==> src/rtl/irq_ctrl_pkg.sv <==
package irq_ctrl_pkg;
  localparam int WORD_W = 12;
  localparam int OPC_W  = 3;
  localparam int DEV_W  = 6;
  localparam logic [OPC_W-1:0] IOT_OPC = 3'o6;

  typedef struct packed {
    logic turn_on;
    logic turn_off;
  } iec_dec_t;
endpackage

==> src/rtl/irq_iot_decode.sv <==
module irq_iot_decode
  import irq_ctrl_pkg::*;
#(
  parameter int W = WORD_W
) (
  input  logic [W-1:0] ir,
  output iec_dec_t     dec
);
  localparam int OPC_LSB = W - OPC_W;
  localparam int DEV_LSB = OPC_LSB - DEV_W;

  logic grp;
  // interrupt-control group: IOT opcode with device field of zero
  assign grp = (ir[W-1:OPC_LSB] == IOT_OPC) && (ir[OPC_LSB-1:DEV_LSB] == '0);

  always_comb begin
    dec.turn_on  = grp &  ir[0];
    dec.turn_off = grp & ~ir[0];
  end

  always_comb begin
    assert (!(dec.turn_on && dec.turn_off)) else $error("p_dec_exclusive_r2");
  end
endmodule

==> src/rtl/irq_enable_reg.sv <==
module irq_enable_reg
  import irq_ctrl_pkg::*;
(
  input  logic     clk,
  input  logic     rst_n,
  input  logic     done,
  input  iec_dec_t dec,
  input  logic     take_now,
  output logic     ie
);
  always_ff @(posedge clk or negedge rst_n) begin
    if (!rst_n)                    ie <= 1'b0;
    else if (take_now)             ie <= 1'b0;
    else if (done && dec.turn_on)  ie <= 1'b1;
    else if (done && dec.turn_off) ie <= 1'b0;
  end

  p_on_sets_r2: assert property (@(posedge clk) disable iff (!rst_n)
    (done && dec.turn_on) |=> ie);
  p_off_clears_r2: assert property (@(posedge clk) disable iff (!rst_n)
    (done && dec.turn_off) |=> !ie);
  p_idle_hold_r3: assert property (@(posedge clk) disable iff (!rst_n)
    (!done) |=> $stable(ie));
endmodule

==> src/rtl/irq_entry.sv <==
module irq_entry
  import irq_ctrl_pkg::*;
#(
  parameter int W = WORD_W
) (
  input  logic         clk,
  input  logic         rst_n,
  input  logic         done,
  input  logic         ie,
  input  logic         irq,
  input  iec_dec_t     dec,
  input  logic [W-1:0] pc,
  output logic         take_now,
  output logic         take_q,
  output logic [W-1:0] ret_q
);
  // request sampled only at completion; control instructions shield their own end
  assign take_now = done & ie & irq & ~dec.turn_on & ~dec.turn_off;

  always_ff @(posedge clk or negedge rst_n) begin
    if (!rst_n) begin
      take_q <= 1'b0;
      ret_q  <= '0;
    end else begin
      take_q <= take_now;
      if (take_now) ret_q <= pc;
    end
  end

  p_take_needs_done_r7: assert property (@(posedge clk) disable iff (!rst_n)
    take_q |-> $past(done && irq));
  p_take_pulse_r4: assert property (@(posedge clk) disable iff (!rst_n)
    take_q |=> !take_q);
  p_ret_hold_r8: assert property (@(posedge clk) disable iff (!rst_n)
    !take_q |-> $stable(ret_q));
  p_take_ret_r8: assert property (@(posedge clk) disable iff (!rst_n)
    take_q |-> (ret_q == $past(pc)));
endmodule

==> src/rtl/irq_ctrl.sv <==
module irq_ctrl
  import irq_ctrl_pkg::*;
#(
  parameter int W = WORD_W
) (
  input  logic         clk,
  input  logic         rst_n,
  input  logic [W-1:0] ir_i,
  input  logic         done_i,
  input  logic         irq_i,
  input  logic [W-1:0] pc_i,
  input  logic         inc_req_i,
  output logic         ie_o,
  output logic         take_o,
  output logic [W-1:0] ret_addr_o,
  output logic         pc_inc_o
);
  iec_dec_t dec;
  logic     take_now;

  irq_iot_decode #(.W(W)) u_dec (.ir(ir_i), .dec(dec));

  irq_enable_reg u_ie (
    .clk(clk), .rst_n(rst_n), .done(done_i), .dec(dec),
    .take_now(take_now), .ie(ie_o)
  );

  irq_entry #(.W(W)) u_ent (
    .clk(clk), .rst_n(rst_n), .done(done_i), .ie(ie_o), .irq(irq_i),
    .dec(dec), .pc(pc_i), .take_now(take_now), .take_q(take_o),
    .ret_q(ret_addr_o)
  );

  // entry cycle must not advance the PC, else the saved address is one high
  assign pc_inc_o = inc_req_i & ~take_o;

  p_no_inc_entry_r10: assert property (@(posedge clk) disable iff (!rst_n)
    take_o |-> !pc_inc_o);
  p_take_clears_ie_r9: assert property (@(posedge clk) disable iff (!rst_n)
    take_o |-> !ie_o);
  p_on_no_take_r5: assert property (@(posedge clk) disable iff (!rst_n)
    (done_i && dec.turn_on) |=> !take_o);
  p_off_no_take_r6: assert property (@(posedge clk) disable iff (!rst_n)
    (done_i && dec.turn_off) |=> !take_o);
endmodule

==> config.mk <==
export PLATFORM = sky130hd
export DESIGN_NAME = irq_ctrl
export DESIGN_NICKNAME = d
export VERILOG_FILES = /design/src/rtl/irq_ctrl_pkg.sv /design/src/rtl/irq_iot_decode.sv /design/src/rtl/irq_enable_reg.sv /design/src/rtl/irq_entry.sv /design/src/rtl/irq_ctrl.sv
export SDC_FILE = /design/constraint.sdc
export NUM_CORES = 1
export LEC_CHECK = 0
export ABC_CLOCK_PERIOD_IN_PS = 2160
export CAP_MARGIN = 20
export CORE_ASPECT_RATIO = 0.9
export CORE_MARGIN = 1
export CORE_UTILIZATION = 36
export CTS_CLUSTER_SIZE = 25
export DETAILED_ROUTE_END_ITERATION = 8
export PLACE_DENSITY = 0.83
export REMOVE_ABC_BUFFERS = 1
export SYNTH_ARGS = -nofsm -noshare
export SYNTH_HDL_FRONTEND = slang
export SYNTH_SLANG_ARGS = --single-unit
==> constraint.sdc <==
create_clock -name clk -period 2.16 [get_ports clk]
set_input_delay 0.54 -clock clk [delete_from_list [all_inputs] [get_ports clk]]
set_output_delay 0.54 -clock clk [all_outputs]
set_load 0.005 [all_outputs]
* Word level (Yosys, flattened, before mapping) *
Cells that the tools add are included.
W data, S select, Z words.

storage, ports and cells
  register bits = 14
  input port bits = 29
  output and inout bits = 15

operators by class
  eq/ne operators = 1
  mux-type cells = 3
  bitwise gates (word level) = 11
  reductions and logical operators = 5

operators by type and width
  operator              number
  $and A1 B1 Y1         7
  $logic_not A6 Y1      1
  $not A1 Y1            4
  $eq A3 B3 Y1 const B  1
  $logic_and A1 B1 Y1   3
  $mux W1               3
  $reduce_bool A3 Y1    1

* Longest topological paths before layout *
  depth in word-level cells = 7
  gate-level depth with buffers = 4
  gate-level depth less buffers = 3

* Modules after synthesis *
Synthesis repeated with hierarchy kept, for this count alone.

unflattened totals
  cells, all modules = 40
  area total of the unflattened synthesis = 631.9 um2

by module, submodules not included
  module          instances  cells an instance  area each (um2)  seq. area each (um2)
  irq_entry       1          29                 525.5            325.3
  irq_enable_reg  1          4                  47.5             25.0
  irq_iot_decode  1          6                  45.0             0.0
  irq_ctrl        1          1                  13.8             0.0

* Worst setup path after synthesis *
Ideal clock, no wire load.

  path kind = in2reg
  from = in ir_i[8]
  to = reg u_ent.ret_q[0]
  setup time = 125 ps
  arrival time = 1,482 ps
  setup slack = 553 ps
  stages on the path = 4
  path buffers = 1
  cell sequence = nor4b_4 -> a31oi_2 -> buf_6 -> mux2_4

between the ends
  cells in the longest elaborated chain, start to end = 6
  elaborated cells between the ends (all ways) = 8
  classes of those cells = 6 x bitwise; 2 x reduce/logical

ends and longest elaborated chain
  item                     line                  source
  from (decl)              irq_ctrl.sv:8         input logic [W-1:0] ir_i,
  $logic_not A6 Y1 (*)     irq_iot_decode.sv:14  assign grp = (ir[W-1:OPC_LSB] == IOT_OPC) && (ir[OPC_LSB-1:DEV_LSB] == '0);
  $logic_and A1 B1 Y1 (*)  irq_iot_decode.sv:14
  $and A1 B1 Y1            irq_iot_decode.sv:17  dec.turn_on = grp & ir[0];
  $not A1 Y1               irq_entry.sv:18       assign take_now = done & ie & irq & ~dec.turn_on & ~dec.turn_off;
  $and A1 B1 Y1            irq_entry.sv:18
  $and A1 B1 Y1 (*)        irq_entry.sv:18
  via take_now             irq_ctrl.sv:19        logic take_now;
  to (signal assigned)     irq_entry.sv:26       if (take_now) ret_q <= pc;
  to (decl)                irq_entry.sv:15       output logic [W-1:0] ret_q

Mark *: on every way through the listed nets, which the timed path passes. The rest lies on a longest branch.
A chain may end at the register's enable or synchronous reset.

* Worst setup path after layout *
  from = in inc_req_i
  to = out pc_inc_o

between the ends
  cells in the longest elaborated chain, start to end = 1

ends and longest elaborated chain
  item           line            source
  from (decl)    irq_ctrl.sv:12  input logic inc_req_i,
  $and A1 B1 Y1  irq_ctrl.sv:35  assign pc_inc_o = inc_req_i & ~take_o;
  to (decl)      irq_ctrl.sv:16  output logic pc_inc_o

No other way between the ends.

==> run_results.csv <==
group,metric,value,unit
clock_tree,numCtsBuffers,3,
clock_tree,clk_latency,0.28,ns
sta,fin_skew,0.00115,ns
floorplan,die_area,1920,um^2
worst_setup_path,required,1.62,ns
clock_tree,holdBufCountCts,0,
sta,fin_crit,1.88,ns
sta,setup_viol_count_final,0,
global_route,grt_max_degree,15,
synth,syn-cell-area,628,um^2
route,drtIter0Drc,9,
synth,syn_avg_cell_area,16.5,um^2
place,dpl_cell_area,1070,um^2
synth,synthTopCellsByCount,"dfrtp_1 (14), mux2_4 (9), mux2_2 (3)",
global_route,grt_pass1_wl,2340,um
power_and_ir_drop,ir_drop,0.533,mV
worst_setup_path,critPathMaxFanout,1,
power_and_ir_drop,internal_power,0.689,mW
layout,syn2layout_area_growth,75.9,%
global_route,grt_overflow,0,
worst_setup_path,r2r_slack,0.84,ns
worst_setup_path,r2r-start,"u_ie.ie",
worst_setup_path,r2r-end,"u_ent.ret_q[8]",
place,place_ws,0.0126,ns
route,detail_route.wl_per_cell,13.0,um
clock_tree,clockBufferDepth,2,
route,drc,0,
route,dr_wl_met2,657,um
layout,diodes,0,
synth,synth.area.top_cells,"dfrtp_1 (56%), mux2_4 (22%), mux2_2 (5.4%)",
layout,layout-drive-gt1-share,25.0,%
sta,finalWorstSetupSlack,0.276,ns
clock_tree,clk_pin_slew,0.08,ns
sta,timing.final.crit_share,87.2,%
worst_setup_path,cp-start-kind,"primary input",
worst_setup_path,end_kind,"output pin",
power_and_ir_drop,pwr-share-seq,41.8,%
place,gp_congestion,0.630,
sta,report.final.slew_viol_count,0,
worst_setup_path,worstSetupPathType,"in2out",
power_and_ir_drop,p_leak,0.463,nW
worst_setup_path,setup.worst_path.end,"pc_inc_o",
worst_setup_path,startpoint,"inc_req_i",
route,dr.max_layer_used,"met4",
power_and_ir_drop,clkPwrFrac,20.9,%
sta,finalHoldViolations,0,
route,vias_per_cell,4.73,
sta,whs,0.511,ns
layout,finalNonFillerCells,106,
sta,clock.fmax,531,MHz
power_and_ir_drop,p_per_area,812,nW/um^2
layout,fin_area,1100,um^2
floorplan,die_y,41.6,um
sta,tns,0,ns
global_route,grt_usage,17.2,%
synth,synth_top_flop_cell,"dfrtp_1",
synth,ys_ff_latch,14,
route,wl,1380,um
place,port-buffer-count,41,
worst_setup_path,worstPathArrival,1.34,ns
synth,synth_seq_area_share,55.8,%
clock_tree,cts_tree,"built",
floorplan,die_w,46.0,um
sta,slew_headroom,60.6,%
route,wl_met3,135,um
clock_tree,htree_levels,1,
route,wl_met1,579,um
synth,yosysTopAreaCell,"dfrtp_1",
worst_setup_path,reg2reg_depth,4,
global_route,antenna_found_initial,0,
synth,synth_top_area_share,55.8,%
floorplan,initial_utilization,41.1,%
global_route,grt_pass1_vias,566,
synth,async_reset_ff_share,100,%
route,dr.pass1.iters,3,
route,routed-via-count,501,
layout,nets,114,
synth,yosys_warnings,0,
worst_hold_path,worstHoldPathType,"reg2reg",
floorplan,top_level_ports,44,
run,max-cap-violations,0,
power_and_ir_drop,comb_power_share,37.2,%
floorplan,coreArea,1530,um^2
synth,synth-edff-count,0,
synth,synth_most_common_cell,"dfrtp_1",
run_status,status,"completed",
sta,tightestPinTransition,0.589,ns
floorplan,row_count,13,
power_and_ir_drop,switching_share,23.2,%
synth,ys_types,15,
route,antenna_left,0,
clock_tree,cts.sinks,14,
clock_tree,cts_root_buffer,"clkbuf_4",
power_and_ir_drop,switchingPower,0.208,mW
place,dp_cells,102,
synth,netlist_instances,38,
sta,rsz0062_at_grt,"no",
place,hpwl,1050,um
==> logic make-up after synthesis <==
| family | count (synthesis) | share of synthesized area (%) |
|---|---|---|
| buffers and inverters | 2 | 2.39 |
| AOI/OAI and AO/OA | 3 | 4.78 |
| muxes | 12 | 26.9 |
| DFF | 14 | 55.8 |
| and+or+nand+nor | 7 | 10.2 |
==> per-layer routing <==
metal  vias up  track usage [%]
met5         -                0
met4         0             3.53
met3         2             7.83
met2        30             26.5
met1       239             21.9
li1        230                -
==> cell type report <==
type	instances	area, um^2
Fill cell	116	424
Sequential cell	14	350
Clock buffer	4	36.3
Timing Repair Buffer	43	424
Multi-Input combinational cell	22	263
Tap cell	22	27.5
Inverter	1	3.75
==> power groups by stage <==
stage	clock network, mW	registers, mW	logic [mW]
6_report	0.188	0.375	0.334
5_1_grt	0.211	0.384	0.355
4_1_cts	0.196	0.376	0.339
3_5_place_dp	0	0.379	0.336
3_3_place_gp	0	0.376	0.330
2_1_floorplan	0	0.383	0.109
==> critical path: stages <==
cell	delay, ns
clkdlybuf4s50_1	0.45
nor2b_1	0.11
dlygate4sd2_1	0.24
==> layout by cell type, fill, tap and decap left out, types with 2 or more instances in the layout <==
master           Yosys  routed
dfrtp_1             14      14
clkdlybuf4s50_1      0      40
mux2_4               9       9
clkbuf_4             0       3
mux2_2               3       3
buf_4                0       2
==> worst min-delay path by stage <==
stage / slack [ns] / startpoint / cells past startpoint / end
global route: 0.52 / u_ent.ret_q[2] / 1 / u_ent.ret_q[2]
finish: 0.51 / u_ent.ret_q[2] / 1 / u_ent.ret_q[2]
floorplan: 0.24 / rst_n / 0 / u_ent.ret_q[0]
detailed placement: 0.49 / u_ent.ret_q[2] / 1 / u_ent.ret_q[2]
CTS: 0.51 / u_ent.ret_q[2] / 1 / u_ent.ret_q[2]
global placement: 0.49 / u_ent.ret_q[8] / 1 / u_ent.ret_q[8]
==> sequential cells by signal (all words and copies together), names as in the netlist <==
register	flops
u_ent.ret_q	12
u_ent.take_q	1
u_ie.ie	1
==> through the flow <==
| stage | power (mW) | util (%) |
|---|---|---|
| 5_1_grt | 0.950 | 72.3 |
| 3_3_place_gp | 0.706 | 70.0 |
| 2_1_floorplan | 0.492 | - |
| 3_5_place_dp | 0.715 | 70.0 |
| 4_1_cts | 0.910 | 72.3 |
| 6_report | 0.897 | 72.3 |
==> repair_timing <==
action                                  CTS  global route
hold endpoints to repair                  0             0
endpoints found under the setup margin    1             0
resized for setup                         1             0
buffers inserted                          0             0
Power figures use the tool's default switching activity.
